`config.mk`:
```
export PLATFORM = sky130hd
export DESIGN_NAME = reload_timer
export DESIGN_NICKNAME = d
export VERILOG_FILES = /design/src/rtl/rtim_pkg.sv /design/src/rtl/rtim_prescaler.sv /design/src/rtl/rtim_counter.sv /design/src/rtl/rtim_regs.sv /design/src/rtl/reload_timer.sv
export SDC_FILE = /design/constraint.sdc
export NUM_CORES = 1
export LEC_CHECK = 0
export BUFFER_PORTS_ARGS = -buffer_cell sky130_fd_sc_hd__buf_4
export CAP_MARGIN = 20
export CORE_AREA = 2 2 197 393
export DETAILED_ROUTE_END_ITERATION = 7
export DIE_AREA = 0 0 199 395
export HOLD_SLACK_MARGIN = 0.05
export PLACE_DENSITY = 0.65
export SYNTH_ARGS = -nofsm -noshare
export SYNTH_HDL_FRONTEND = slang
export SYNTH_SLANG_ARGS = --single-unit
export TNS_END_PERCENT = 100
```
`constraint.sdc`:
```
create_clock -name clk -period 31.7 [get_ports clk]
set_clock_uncertainty 0.05 [all_clocks]
set_input_delay 3.17 -clock clk [delete_from_list [all_inputs] [get_ports clk]]
set_output_delay 3.17 -clock clk [all_outputs]
set_load 0.05 [all_outputs]
```
`src/rtl/rtim_pkg.sv`:
```
package rtim_pkg;

  // Word indices (byte offset / 4) with side effects.
  localparam int W_FLAGS = 4;
  localparam int W_EVGEN = 5;
  localparam int W_COUNT = 9;
  localparam int W_DIV   = 10;

  // Plain storage words; slot numbers below select their role.
  localparam int NUM_PLAIN = 16;
  localparam int PLAIN_IDX [NUM_PLAIN] = '{
    0, 3, 5, 11,          // control, irq enable, event gen, reload
    1, 2, 6, 7, 8,        // control 2, slave cfg, cmp mode 0/1, cmp enable
    13, 14, 15, 16,       // compare 0..3
    18, 19, 20            // dma cfg, dma addr, option
  };
  localparam int SLOT_CTRL   = 0;
  localparam int SLOT_IRQEN  = 1;
  localparam int SLOT_EVGEN  = 2;
  localparam int SLOT_RELOAD = 3;

endpackage

```
`src/rtl/rtim_prescaler.sv`:
```
module rtim_prescaler #(
  parameter int DIV_W = 16
) (
  input  logic             clk,
  input  logic             rst_n,
  input  logic             run_i,
  input  logic             restart_i,
  input  logic [DIV_W-1:0] div_i,
  output logic             tick_o
);

  logic [DIV_W-1:0] phase_q, phase_d;

  assign tick_o = run_i && (phase_q == div_i);

  always_comb begin
    phase_d = phase_q;
    if (restart_i)   phase_d = '0;
    else if (tick_o) phase_d = '0;
    else if (run_i)  phase_d = phase_q + DIV_W'(1);
  end

  always_ff @(posedge clk or negedge rst_n) begin
    if (!rst_n) phase_q <= '0;
    else        phase_q <= phase_d;
  end

  // the phase never passes the divider, even across divider writes
  p_phase_range_r9: assert property (@(posedge clk) disable iff (!rst_n)
    phase_q <= div_i);

endmodule

```
`src/rtl/rtim_counter.sv`:
```
module rtim_counter #(
  parameter int CNT_W = 32
) (
  input  logic             clk,
  input  logic             rst_n,
  input  logic             tick_i,
  input  logic             load_i,
  input  logic [CNT_W-1:0] load_val_i,
  input  logic [CNT_W-1:0] reload_i,
  input  logic             uie_i,
  output logic [CNT_W-1:0] cnt_o,
  output logic             evt_o,
  output logic             irq_o
);

  logic [CNT_W-1:0] cnt_q, cnt_d;
  logic             irq_q;
  logic             reload_live;
  logic             hit;

  assign reload_live = (reload_i != '0);

  always_comb begin
    hit   = tick_i && !load_i && reload_live && ((cnt_q + CNT_W'(1)) == reload_i);
    evt_o = hit && uie_i;
    cnt_d = cnt_q;
    if (load_i)
      cnt_d = load_val_i;
    else if (tick_i)
      cnt_d = (reload_live && (cnt_q == reload_i)) ? '0 : cnt_q + CNT_W'(1);
  end

  always_ff @(posedge clk or negedge rst_n) begin
    if (!rst_n) begin
      cnt_q <= '0;
      irq_q <= 1'b0;
    end else begin
      cnt_q <= cnt_d;
      irq_q <= evt_o;
    end
  end

  assign cnt_o = cnt_q;
  assign irq_o = irq_q;

  p_hold_idle_r2: assert property (@(posedge clk) disable iff (!rst_n)
    (!tick_i && !load_i) |=> $stable(cnt_q));

  p_wrap_r3: assert property (@(posedge clk) disable iff (!rst_n)
    (tick_i && !load_i && (reload_i != '0) && (cnt_q == reload_i)) |=> (cnt_q == '0));

  p_irq_single_r4: assert property (@(posedge clk) disable iff (!rst_n)
    irq_o |=> !irq_o);

  p_no_event_zero_r6: assert property (@(posedge clk) disable iff (!rst_n)
    (reload_i == '0) |=> !irq_o);

  p_load_r8: assert property (@(posedge clk) disable iff (!rst_n)
    load_i |=> (cnt_q == $past(load_val_i)));

endmodule

```
`src/rtl/rtim_regs.sv`:
```
module rtim_regs
  import rtim_pkg::*;
#(
  parameter int DATA_W = 32,
  parameter int ADDR_W = 10,
  parameter int DIV_W  = 16
) (
  input  logic              clk,
  input  logic              rst_n,
  input  logic              bus_sel,
  input  logic              bus_wr,
  input  logic [ADDR_W-1:0] bus_addr,
  input  logic [DATA_W-1:0] bus_wdata,
  output logic [DATA_W-1:0] bus_rdata,
  input  logic [DATA_W-1:0] cnt_i,
  input  logic              flag_set_i,
  output logic              run_o,
  output logic              uie_o,
  output logic [DIV_W-1:0]  div_o,
  output logic [DATA_W-1:0] reload_o,
  output logic              cnt_load_o,
  output logic [DATA_W-1:0] cnt_load_val_o,
  output logic              div_restart_o
);

  localparam int WIDX_W = ADDR_W - 2;

  logic [WIDX_W-1:0] widx;
  logic              wr_en, rd_en;
  logic              wr_flags, wr_count, wr_div, wr_evgen;
  logic [NUM_PLAIN-1:0] plain_we;

  logic [DATA_W-1:0] plain_q [NUM_PLAIN];
  logic [DATA_W-1:0] plain_d [NUM_PLAIN];
  logic [DATA_W-1:0] flags_q, flags_d;
  logic [DIV_W-1:0]  div_q, div_d;

  assign widx  = bus_addr[ADDR_W-1:2];
  assign wr_en = bus_sel && bus_wr;
  assign rd_en = bus_sel && !bus_wr;

  assign wr_flags = wr_en && (int'(widx) == W_FLAGS);
  assign wr_count = wr_en && (int'(widx) == W_COUNT);
  assign wr_div   = wr_en && (int'(widx) == W_DIV);
  assign wr_evgen = wr_en && (int'(widx) == W_EVGEN);

  for (genvar g = 0; g < NUM_PLAIN; g++) begin : g_plain_dec
    assign plain_we[g] = wr_en && (int'(widx) == PLAIN_IDX[g]);
  end

  always_comb begin
    for (int i = 0; i < NUM_PLAIN; i++)
      plain_d[i] = plain_we[i] ? bus_wdata : plain_q[i];
    flags_d = flags_q;
    if (wr_flags)   flags_d = flags_q & bus_wdata;
    if (flag_set_i) flags_d[0] = 1'b1;
    div_d = wr_div ? bus_wdata[DIV_W-1:0] : div_q;
  end

  always_ff @(posedge clk or negedge rst_n) begin
    if (!rst_n) begin
      for (int i = 0; i < NUM_PLAIN; i++) plain_q[i] <= '0;
      flags_q <= '0;
      div_q   <= '0;
    end else begin
      for (int i = 0; i < NUM_PLAIN; i++) plain_q[i] <= plain_d[i];
      flags_q <= flags_d;
      div_q   <= div_d;
    end
  end

  always_comb begin
    bus_rdata = '0;
    if (rd_en) begin
      for (int i = 0; i < NUM_PLAIN; i++)
        if (int'(widx) == PLAIN_IDX[i]) bus_rdata = plain_q[i];
      if (int'(widx) == W_FLAGS) bus_rdata = flags_q;
      if (int'(widx) == W_COUNT) bus_rdata = cnt_i;
      if (int'(widx) == W_DIV)   bus_rdata = DATA_W'(div_q);
    end
  end

  assign run_o          = plain_q[SLOT_CTRL][0];
  assign uie_o          = plain_q[SLOT_IRQEN][0];
  assign reload_o       = plain_q[SLOT_RELOAD];
  assign div_o          = div_q;
  assign cnt_load_o     = wr_count || (wr_evgen && bus_wdata[0]);
  assign cnt_load_val_o = wr_count ? bus_wdata : '0;
  assign div_restart_o  = cnt_load_o || wr_div;

  p_flag_and_r5: assert property (@(posedge clk) disable iff (!rst_n)
    (wr_flags && !flag_set_i) |=> (flags_q == ($past(flags_q) & $past(bus_wdata))));

  p_div_mask_r9: assert property (@(posedge clk) disable iff (!rst_n)
    wr_div |=> (div_q == $past(bus_wdata[DIV_W-1:0])));

  p_idle_rdata_r11: assert property (@(posedge clk) disable iff (!rst_n)
    !bus_sel |-> (bus_rdata == '0));

endmodule

```
`src/rtl/reload_timer.sv`:
```
module reload_timer #(
  parameter int DATA_W = 32,
  parameter int ADDR_W = 10,
  parameter int DIV_W  = 16
) (
  input  logic              clk,
  input  logic              rst_n,
  input  logic              bus_sel,
  input  logic              bus_wr,
  input  logic [ADDR_W-1:0] bus_addr,
  input  logic [DATA_W-1:0] bus_wdata,
  output logic [DATA_W-1:0] bus_rdata,
  output logic              irq_o
);

  logic [1:0]        rst_sync_q;
  logic              rst_int_n;
  logic              run, uie, tick, cnt_load, div_restart, evt;
  logic [DIV_W-1:0]  div_val;
  logic [DATA_W-1:0] reload_val, cnt_val, cnt_load_val;

  // Assert asynchronously, release on the clock.
  always_ff @(posedge clk or negedge rst_n) begin
    if (!rst_n) rst_sync_q <= 2'b00;
    else        rst_sync_q <= {rst_sync_q[0], 1'b1};
  end
  assign rst_int_n = rst_sync_q[1];

  rtim_regs #(.DATA_W(DATA_W), .ADDR_W(ADDR_W), .DIV_W(DIV_W)) u_regs (
    .clk(clk), .rst_n(rst_int_n),
    .bus_sel(bus_sel), .bus_wr(bus_wr), .bus_addr(bus_addr),
    .bus_wdata(bus_wdata), .bus_rdata(bus_rdata),
    .cnt_i(cnt_val), .flag_set_i(evt),
    .run_o(run), .uie_o(uie), .div_o(div_val), .reload_o(reload_val),
    .cnt_load_o(cnt_load), .cnt_load_val_o(cnt_load_val),
    .div_restart_o(div_restart)
  );

  rtim_prescaler #(.DIV_W(DIV_W)) u_presc (
    .clk(clk), .rst_n(rst_int_n), .run_i(run),
    .restart_i(div_restart), .div_i(div_val), .tick_o(tick)
  );

  rtim_counter #(.CNT_W(DATA_W)) u_cnt (
    .clk(clk), .rst_n(rst_int_n), .tick_i(tick),
    .load_i(cnt_load), .load_val_i(cnt_load_val),
    .reload_i(reload_val), .uie_i(uie),
    .cnt_o(cnt_val), .evt_o(evt), .irq_o(irq_o)
  );

endmodule

```
### Yosys cells after proc, flatten, opt, wreduce, memory -nomap -nowiden

Index checks and enable logic that the tools add are counted.

* register bits after elaboration: 611
* latch bits: 0
* bits in writable memories: 0
* bits in read-only memories: 0
* bits of input ports: 46
* word-level logic and storage cells: 113
* memories kept: 0

* add/sub/neg operators: 2
* multipliers: 0
* div/mod/pow operators: 0
* $lt $le $gt $ge: 0
* equal/unequal tests: 21
* shifts and indexed selects: 0
* mux-type cells: 29
* bitwise logic cells: 1
* reductions and logical operators: 37

Operators with widths (number)
* 2-to-1 mux 32 bit: 24
* == test 32 bit: 2
* == test 8 x 5 -> 1 bit, second input constant: 7
* 2-to-1 mux 16 bit: 3
* adder 32 x 1 -> 32 bit, second input constant: 1
* bitwise AND 32 bit: 1
* == test 8 x 4 -> 1 bit, second input constant: 4
* == test 8 x 6 -> 1 bit, second input constant: 4
* nonzero test 32 bit: 1
* logical AND 1 bit: 28
* adder 16 x 1 -> 16 bit, second input constant: 1
* == test 16 bit: 1
* == test 8 x 3 -> 1 bit, second input constant: 2
* == test 8 x 2 -> 1 bit, second input constant: 1
* zero test 8 bit: 1
* nonzero test 2 bit: 2
* nonzero test 3 bit: 1
* zero test 1 bit: 2
* logical OR 1 bit: 2
* 2-to-1 mux 1 bit: 2

### Depth between registers and ports, before layout

Gate-level depths: netlist (run 1).

* depth after elaboration: 21
* gate-level depth with buffers: 11
* depth with buffers taken out: 8

### Hierarchy

From an unflattened synthesis (run 1), not the netlist that was laid out.

* cell total of the unflattened synthesis: 2758
* area, all modules: 31340.1 um^2

By module, submodules not included
* rtim_regs: instances 1, cells an instance 2213, area an instance 26868.3 um^2
* rtim_counter: instances 1, cells an instance 425, area an instance 3321.9 um^2
* rtim_prescaler: instances 1, cells an instance 117, area an instance 1096.1 um^2
* reload_timer: instances 1, cells an instance 3, area an instance 53.8 um^2

### Worst setup path after synthesis (run 1)

OpenSTA, ideal clock, no wires.

* path type: input -> output
* start point: in bus_addr[7]
* end point: out bus_rdata[28]
* arrival time: 6.146 ns
* data required time: 28.480 ns
* path slack: 22.334 ns
* stages: 10
* path buffers: 3
* cell sequence: or4_1 buf_2 buf_2 buf_2 nor2_1 a21oi_1 o221ai_1 o211ai_1 a31o_1 a211oi_1

* longest elaborated chain between the ends: 21

RTL lines
* from (decl): RTL line reload_timer.sv:10 `input logic [ADDR_W-1:0] bus_addr,`
* zero test 8 bit: RTL line rtim_regs.sv:76 `if (int'(widx) == PLAIN_IDX[i]) bus_rdata = plain_q[i];`
* 2-to-1 mux 32 bit (16 in a row): RTL line rtim_regs.sv:76
* 2-to-1 mux 32 bit: RTL line rtim_regs.sv:77 `if (int'(widx) == W_FLAGS) bus_rdata = flags_q;`
* 2-to-1 mux 32 bit: RTL line rtim_regs.sv:78 `if (int'(widx) == W_COUNT) bus_rdata = cnt_i;`
* 2-to-1 mux 32 bit *: RTL line rtim_regs.sv:79 `if (int'(widx) == W_DIV) bus_rdata = DATA_W'(div_q);`
* 2-to-1 mux 32 bit *: RTL line rtim_regs.sv:74 `if (rd_en) begin`
* to (decl): RTL line reload_timer.sv:12 `output logic [DATA_W-1:0] bus_rdata,`

Every way passes the cells marked *; elsewhere a longest branch is shown, timed or not.

### Worst setup path in the final report (run 1)

* start point: in bus_addr[3]
* end point: out bus_rdata[14]

Same word-level chain as after synthesis.

==> metrics, run 1 <==
Initial Util 39.7%; WP data required 28480 ps; ratio of cells with drive above 1 in the final layout 30.3%; CTS root buf clkbuf_16; Pre-antenna DRT Iters 6; Slowest-stage cell, CP nor3_2; die height 395 um; total global routing overflow 0; global-route total usage across every layer 31.0%; Post-synth top flop dfrtp_1; Core Util, Final 44.2%; final net count 2642; antenna violations before repair 4; main combinational cell family by area after synthesis multiplexers; Startpoint Class input pin; gpl congestion 0.958; # rows 143; H-tree depth 2; Simple-Gate Fraction of Synth Area 9.14%; Clock Latency Late Sink 650 ps; synth unique cells 84; chip width 199 um; register area share after synthesis 50.9%; WS Path Type in2out; Tcrit/Tclk final 35.6%; hold_buf cts 0; R2R Path End u_regs.plain_q[302]; RR Startpoint rst_sync_q[1]; Max-Cap Viols 0; Reg clk slew, reported paths 70 ps; proportion of synthesized area in mux cells 19.7%; top cells by count, synth 611 x dfrtp_1, 500 x mux2_2, 154 x nand2_1; Core Box Area 0.0757 mm2; headroom to the max-slew limit 12.7%; worst-margin pin slew 1310 ps; WL per Instance 33.3 um; DRC 0; Post-Syn Area 0.0301 mm2; fmax 88.6 MHz; leakage 15.4 nW; FILL cells 6912; Syn Area/Cell 11.4 um2; routed wire length 121 mm; EDFF count, synth 0; top post-synthesis cells by area dfrtp_1 51%, mux2_2 19%, o21ai_0 2.2%; maximum vdd drop 0.0379 mV; async set or reset register ratio after synthesis 100%; hold violation count in the final report 0; placed instance count 3544; post-layout minimum cycle time 11290 ps; crit-path max FO 46; Num Clock Sinks 611; Ys Warns 0; antenna-violating nets left 0; Hold Crit Class reg2reg; Num CTS Buffers 53; PortBufs 76; post-DP HPWL 82.0 mm; status finished clean; via count 24140; R2R depth 6; non-filler cells, final 3646; Top cell by count, worst path buf_4; xor/xnor share of the synthesized area 2.19%; I/O pin cnt 79; Tot Pwr 1.58 mW; CP max stage delay 970 ps; syn nets 2686; Slew Limit Fails 0; largest net degree at the start of global routing 179; Synth Instances 2638; Compound-Gate Fraction of Synth Area 14.4%; die area 0.0786 mm2; CTS max path bufs 3; Area growth syn-to-layout 11.3%; power density over cell area 47.2 mW/mm2; most common cell in the netlist dfrtp_1; CTS resizes 0; Initial DRC Count 2786; worst endpoint data arrival time 8070 ps; final setup TNS 0 ps; critical path endpoint bus_rdata[14]; vias in the first global route 24411; Post-CTS Setup Repair Bufs 0; Yosys top cell by area dfrtp_1; CP cell instances buf_4 > nand2_1 > nor3_2 > buf_4 > a22oi_1 > a22oi_1 > o221a_1 > o221ai_1 > a211oi_1 > buf_4; cell area after layout 0.0334 mm2; Worst R2R Setup Slack 27480 ps; Worst Setup SP bus_addr[3]; Adder-Cell Fraction of Synth Area 0.0833%; crit path capture type output port; number of vias per cell 6.62; global-route wire length before repair 173 mm; Placement Cell Area 0.0316 mm2; Yosys reg bits 611; post-synth top area share 50.9%; Finish-stage setup viols 0; RSZ-0062 raised after global routing false; CTS tree done
## registers in the layout, summed over array words and instances (netlist names)
register         cells
rst_sync_q           2
u_regs.flags_q      32
u_presc.phase_q     16
u_regs.uie_o         1
u_cnt.cnt_o         32
u_regs.reload_o     32
u_regs.run_o         1
u_cnt.irq_o          1
u_regs.div_o        16
u_regs.plain_q     478
## worst max-delay path, delay by kind of cell
| kind | cells | cell delay (ps) |
|---|---|---|
| buffers and inverters | 3 | 1320 |
| AO/OA/AOI/OAI | 5 | 1890 |
| AND/OR/NAND/NOR | 2 | 1610 |
## routing by layer
metal / wire (um) / GRT usage (%)
met4: 13400 / 27.8
met5: 25 / 0
met3: 8330 / 4.89
met1: 40000 / 33.0
met2: 59600 / 52.5
## cell type report
type                            count  area (um2)  area share, %
Inverter                           14        52.6          0.157
Sequential cell                   611       15300           45.7
Clock inverter                     17         185          0.554
Tap cell                         1015        1270           3.80
Clock buffer                       73        1500           4.49
Timing Repair Buffer              147        1270           3.79
Multi-Input combinational cell   1767       13900           41.5
Antenna cell                        2        5.00         0.0150
## metrics by stage
stage	setup slack [ps]	hold WS, ps
floorplan	13360	281
global placement	20720	283
detailed placement	20760	287
CTS	20750	303
global route	20360	307
finish	20410	301
## cell usage in the layout, fill, tap and decap left out, drive strengths merged, types with 46 or more instances in the layout
cell,netlist,layout
mux2,518,518
nand3,46,46
xnor2,60,60
dfrtp,611,611
a22oi,85,85
buf,116,144
clkbuf,130,76
nor4,46,46
a21oi,96,96
nor3,57,57
nand2,156,156
nor2,112,112
o21ai,141,141
## power breakdown
group / internal [mW] / switching [mW]
Clock: 0.355 / 0.308
Sequential: 0.799 / 0.0190
Combinational: 0.0316 / 0.0661
## cells by family (layout without fill, tap and decap cells)
logic type	after synthesis	count (layout)
other cells	1	3
compound gates	624	624
buf+inv	260	251
fa+ha+maj	2	2
xor+xnor	75	75
mux	526	526
simple gates	539	539
flops	611	611
## worst min-delay path by stage
stage,end,from,cells past startpoint,slack [ps]
after detailed placement,rst_sync_q[1],rst_sync_q[0],0,290
after global routing,rst_sync_q[1],rst_sync_q[0],0,310
after CTS,rst_sync_q[1],rst_sync_q[0],0,300
final,rst_sync_q[1],rst_sync_q[0],0,300
after global placement,rst_sync_q[1],rst_sync_q[0],0,280
after floorplan,rst_sync_q[1],rst_sync_q[0],0,280
No activity file was read; power rests on OpenSTA's default activity.
==> run 2: changes to the inputs <==
--- a/config.mk
+++ b/config.mk
@@ -11,7 +11,7 @@
 export DETAILED_ROUTE_END_ITERATION = 7
 export DIE_AREA = 0 0 199 395
 export HOLD_SLACK_MARGIN = 0.05
-export PLACE_DENSITY = 0.65
+export PLACE_DENSITY = 0.67
 export SYNTH_ARGS = -nofsm -noshare
 export SYNTH_HDL_FRONTEND = slang
 export SYNTH_SLANG_ARGS = --single-unit
==> constraint.sdc (replaced) <==
create_clock -name clk -period 10 [get_ports clk]
set_clock_uncertainty 0.05 [all_clocks]
set_input_delay 1 -clock clk [delete_from_list [all_inputs] [get_ports clk]]
set_output_delay 1 -clock clk [all_outputs]
set_load 0.05 [all_outputs]
==> run 2 against run 1 <==
  * Hold slack worse by 190 ps
  * Utilization shrank 0.064 points
  * Count of clock-buffer cells in the layout unchanged
  * Sequential power grew to 3.2 times the previous value
  * Non-clock buffer count decreased by 3
  * Largest cell class unchanged
  * Design area is 0.15% lower
  * Critical endpoint is now bus_rdata[9]
  * Register-to-register slack got worse by 21000 ps
  * Combinational power rose to 3.1 times the previous value
  * Sequential share of layout area rose by 0.067 points
  * Final cell count is essentially flat
  * Setup slack got worse by 17000 ps
  * Power rose to 3.2 times the previous value
==> metrics, run 2 (synthesized netlist as in run 1, its figures left out) <==
global-route wire length before repair 172 mm (-0.87%); Area growth syn-to-layout 11.1%; Clock Latency Late Sink 620 ps (-30 ps); H-tree depth 2 (unchanged); status finished clean; RSZ-0062 raised after global routing false; gpl congestion 0.976 (+1.9%); Top cell by count, worst path buf_4; Reg clk slew, reported paths 60 ps (about the same); CTS tree done; leakage 15.3 nW (-0.16%); Pre-antenna DRT Iters 6 (unchanged); antenna violations before repair 5 (+1); hold_buf cts 0 (unchanged); crit path capture type output port; Finish-stage setup viols 0 (unchanged); maximum vdd drop 0.133 mV (+250%); I/O pin cnt 79 (unchanged); Initial DRC Count 2543 (-8.7%); Hold Crit Class in2async; Placement Cell Area 0.0315 mm2 (-0.12%); DRC 0 (unchanged); Place WS 4030 ps (-16720 ps); internal power 3.75 mW (+220%); worst-margin pin slew 1300 ps (-12.9 ps); routed wire length 119 mm (-1.7%); CP max stage delay 740 ps (-230 ps); number of vias per cell 6.53 (-1.4%); fmax 159 MHz; final net count 2639 (-0.11%); Slowest-stage cell, CP nor3_4; CP cell instances buf_4 > nand2b_1 > nor3_4 > buf_4 > a22oi_1 > nand3_1 > o221ai_1 > a21oi_1 > buf_4; chip width 199 um (unchanged); worst endpoint data arrival time 5250 ps (-2820 ps); vias in the first global route 24600 (+0.77%); Post-CTS Setup Repair Bufs 0 (unchanged); register with the most flip-flops u_regs.plain_q; most frequent cells in the layout 610 x dfrtp_1, 500 x mux2_2, 143 x nand2_1; Core Box Area 0.0757 mm2 (unchanged); Max-Cap Viols 0 (unchanged); commonest non-fill, non-tap cell in the layout dfrtp_1; CP bufs+invs 3 (unchanged); global-route total usage across every layer 30.5% (-0.47 points); ratio of cells with drive above 1 in the final layout 30.4% (+0.041 points); Logic pwr share 6.0% (-0.2 points); hold violation count in the final report 0 (unchanged); Startpoint Class input pin; # rows 143 (unchanged); Largest register FFs 478 (unchanged); post-layout minimum cycle time 6300 ps; Slew Limit Fails 0 (unchanged); Sequential Power Share 51.9% (about the same); WP data required 8950 ps (-19530 ps); CTS root buf clkbuf_16; die height 395 um (unchanged); WL per Instance 32.7 um (-1.8%); Initial Util 39.7% (unchanged); WS Path Type in2out; via count 23828 (-1.3%); post-DP HPWL 81.6 mm (-0.39%); CTS resizes 0 (unchanged); NetSw 1.25 mW (+220%); Num CTS Buffers 53 (unchanged); antenna-violating nets left 0 (unchanged); power density over cell area 150 mW/mm2 (+220%); PortBufs 76 (unchanged); cell area after layout 0.0334 mm2 (-0.15%); largest net degree at the start of global routing 172 (-3.9%); Tcrit/Tclk final 63.0%; CTS max path bufs 3 (unchanged); Hold Slack 108 ps (-193 ps); Num Clock Sinks 611 (unchanged); total global routing overflow 0 (unchanged); crit-path max FO 46 (unchanged); Worst Setup Slack, final 3700 ps (-16710 ps); die area 0.0786 mm2 (unchanged); final setup TNS 0 ps (unchanged); Core Util, Final 44.1% (-0.064 points); headroom to the max-slew limit 12.7% (+0.082 points); CP top delay family simple AND/OR/NAND/NOR gates; sw frac 25.0% (+0.16 points); Clock power frac 42.1% (about the same)
[run 2: cell types whose count changed in the layout (fill, tap and decap cells not counted), moves of 2 or more]
cell        before  now
clkbuf_8        10    8
clkinv_2         7   11
clkbuf_16       53   55
buf_6            2    0
buf_4          132  136
buf_16           4    2
clkinvlp_4       1    4
clkbuf_4         3    1
[run 2: metrics by stage]
stage	total power, mW	instances
after CTS	5.02	3640
after floorplan	2.80	2638
after global placement	2.92	3544
after global routing	5.13	3648
after detailed placement	2.94	3544
final	5.01	3649
[run 2: final timing paths]
kind                                startpoint             endpoint  slack, ps  depth (start not counted)
worst max-delay path               bus_addr[3]         bus_rdata[9]       3700                          9
worst min register to register   rst_sync_q[0]        rst_sync_q[1]        300                          0
max in group asynchronous        rst_sync_q[1]  u_regs.plain_q[304]       7030                          2
worst max register to register  u_cnt.cnt_o[1]          u_cnt.irq_o       6330                          9
min in group clk                 rst_sync_q[0]        rst_sync_q[1]        300                          0
worst min-delay path                     rst_n        rst_sync_q[1]        110                          1
[run 2: final cells by class]
type                            instances  area [um2]
Inverter                               14        52.6
Tap cell                             1015        1270
Clock inverter                         23         198
Antenna cell                            2        5.00
Sequential cell                       611       15300
Clock buffer                           73        1520
Fill cell                            6961       42300
Timing Repair Buffer                  144        1180
Multi-Input combinational cell       1767       13900
[run 2: power by group through the flow]
stage	clock network (mW)	logic (mW)	registers [mW]
global route	2.21	0.322	2.60
global placement	0	0.287	2.64
finish	2.11	0.301	2.60
CTS	2.13	0.297	2.59
detailed placement	0	0.296	2.64
floorplan	0	0.156	2.65
[run 2: routing by layer]
metal	vias to the layer above	part of all wire (%)	track usage, %
met5	-	0.015	0
li1	9705	-	-
met3	512	6.7	4.64
met1	12215	33	32.1
met2	1394	49	51.8
met4	2	11	28.3
==> run 3: changes to the inputs <==
--- a/config.mk
+++ b/config.mk
@@ -11,7 +11,7 @@
 export DETAILED_ROUTE_END_ITERATION = 7
 export DIE_AREA = 0 0 199 395
 export HOLD_SLACK_MARGIN = 0.05
-export PLACE_DENSITY = 0.67
+export PLACE_DENSITY = 0.65
 export SYNTH_ARGS = -nofsm -noshare
 export SYNTH_HDL_FRONTEND = slang
 export SYNTH_SLANG_ARGS = --single-unit
==> constraint.sdc (replaced) <==
create_clock -name clk -period 5.8 [get_ports clk]
set_clock_uncertainty 0.05 [all_clocks]
set_input_delay 0.58 -clock clk [delete_from_list [all_inputs] [get_ports clk]]
set_output_delay 0.58 -clock clk [all_outputs]
set_load 0.05 [all_outputs]
==> run 3 against run 2 <==
  * Power rose by 82%
  * Die area did not move
  * Critical endpoint is now bus_rdata[6]
  * Critical path depth rose by 2
==> metrics, run 3 (synthesized netlist as in run 1, its figures left out) <==
post-DP HPWL 84.4 mm (+3.4%); Top cell by count, worst path buf_4; footprint of the multi-input gates 0.0139 mm2 (about the same); die height 395 um (unchanged); final net count 2684 (+1.7%); Initial DRC Count 2170 (-15%); Slew Limit Fails 0 (unchanged); CP cell instances buf_4 > or4_1 > buf_4 > nor3_2 > buf_4 > or2_2 > a21oi_1 > nand4_1 > nor3b_1 > nor3_1 > buf_4; Clock Latency Late Sink 650 ps (+30 ps); headroom to the max-slew limit 23.7% (+11 points); status finished clean; antenna violations before repair 4 (-1); crit-path max FO 16 (-65%); WS Path Type in2out; antenna-violating nets left 0 (unchanged); Place WS 935 ps (-3100 ps); CTS max path bufs 3 (unchanged); worst endpoint data arrival time 4670 ps (-580 ps); crit path capture type output port; global-route total usage across every layer 30.8% (+0.22 points); Post-CTS Setup Repair Bufs 0 (unchanged); Logic pwr share 5.9% (about the same); Core Box Area 0.0757 mm2 (unchanged); via count 23833 (+0.021%); Clock power frac 45.0% (+2.9 points); leakage 15.7 nW (+2.2%); fmax 189 MHz; Pre-antenna DRT Iters 5 (-1); CTS root buf clkbuf_16; hold violation count in the final report 0 (unchanged); CP bufs+invs 4 (+1); CP max stage delay 1020 ps (+280 ps); hold_buf cts 1 (+1); gpl congestion 0.943 (-3.4%); Worst Setup Slack, final 504 ps (-3200 ps); NetSw 2.22 mW (+77%); global-route wire length before repair 173 mm (+0.72%); internal power 6.88 mW (+83%); I/O pin cnt 79 (unchanged); power density over cell area 268 mW/mm2 (+78%); most frequent cells in the layout 610 x dfrtp_1, 500 x mux2_2, 175 x buf_4; Startpoint Class input pin; CTS tree done; PortBufs 76 (unchanged); Area growth syn-to-layout 13.2%; die area 0.0786 mm2 (unchanged); number of vias per cell 6.44 (-1.4%); H-tree depth 2 (unchanged); DRC 0 (unchanged); RSZ-0062 raised after global routing false; commonest non-fill, non-tap cell in the layout dfrtp_1; sw frac 24.4% (-0.65 points); WP data required 5170 ps (-3780 ps); Num Clock Sinks 611 (unchanged); largest net degree at the start of global routing 169 (-1.7%); Initial Util 39.7% (unchanged); Reg clk slew, reported paths 70 ps (about the same); Sequential Power Share 49.1% (-2.8 points); WL per Instance 32.6 um (-0.42%); Max-Cap Viols 0 (unchanged); CP top delay family simple AND/OR/NAND/NOR gates; chip width 199 um (unchanged); worst-margin pin slew 1140 ps (-157 ps); Num CTS Buffers 55 (+3.8%); Slowest-stage cell, CP nor3b_1; Largest register FFs 478 (unchanged); Finish-stage setup viols 0 (unchanged); Hold Crit Class in2async; Tcrit/Tclk final 91.3%; FILL cells 6931 (-0.43%); Hold Slack 220 ps (+112 ps); post-layout minimum cycle time 5300 ps; total global routing overflow 0 (unchanged); register area 0.0153 mm2 (unchanged); Tot Pwr 9.10 mW (+82%); ratio of cells with drive above 1 in the final layout 31.6% (+1.2 points); # rows 143 (unchanged); vias in the first global route 24720 (+0.49%); maximum vdd drop 0.260 mV (+95%); register with the most flip-flops u_regs.plain_q; routed wire length 121 mm (+1.0%); CTS resizes 0 (unchanged)
-- run 3: path summary, 6_finish.rpt --
check / from / end / slack, ps / cells past startpoint
setup / recovery: bus_addr[7] / bus_rdata[6] / 500 / 11
hold reg to reg: rst_sync_q[0] / rst_sync_q[1] / 320 / 0
min in group clk: bus_wdata[5] / u_regs.div_o[5] / 260 / 3
max in group asynchronous: rst_sync_q[1] / u_regs.plain_q[200] / 3780 / 1
setup reg to reg: u_cnt.cnt_o[2] / u_cnt.irq_o / 1930 / 8
hold / removal: rst_n / rst_sync_q[1] / 220 / 2
-- run 3: power groups by stage --
stage | combinational [mW] | clock [mW] | sequential [mW]
detailed placement | 0.528 | 0 | 4.55
floorplan | 0.268 | 0 | 4.56
global route | 0.570 | 4.29 | 4.48
CTS | 0.529 | 4.12 | 4.47
finish | 0.534 | 4.10 | 4.47
global placement | 0.515 | 0 | 4.54
-- run 3: final cells by class --
type	count	area share, %
diodes	6	0.0442
clock buffers	77	4.71
clock inverters	24	1.14
inverters	14	0.155
multi-input cells	1767	40.7
flip-flops and latches	611	45.0
well taps	1015	3.73
repair buffers	187	4.50
-- run 3: worst reg2reg max path, stage by stage, from the launching register on --
cell     delay, ps
dfrtp_1        690
nand4_1        460
nor3_1         720
nand4_1        540
xnor2_1        310
nand3_1        100
or4_4          440
nor3_1         200
buf_4          250
-- run 3: routing by layer --
| layer | wire [um] | track usage (%) |
|---|---|---|
| met2 | 59800 | 52.3 |
| met4 | 13200 | 27.5 |
| met3 | 7060 | 4.45 |
| met5 | 35 | 0 |
| met1 | 40400 | 32.8 |
-- run 3: through the flow --
| step | setup TNS, ps | instance area, um2 | instances | util [%] |
|---|---|---|---|---|
| floorplan | -105290 | 30100 | 2638 | - |
| global placement | 0 | 31900 | 3589 | 42.2 |
| detailed placement | 0 | 32000 | 3591 | 42.2 |
| CTS | 0 | 34000 | 3693 | 44.9 |
| global route | 0 | 34000 | 3700 | 44.9 |
| finish | 0 | 34000 | 3701 | 44.9 |
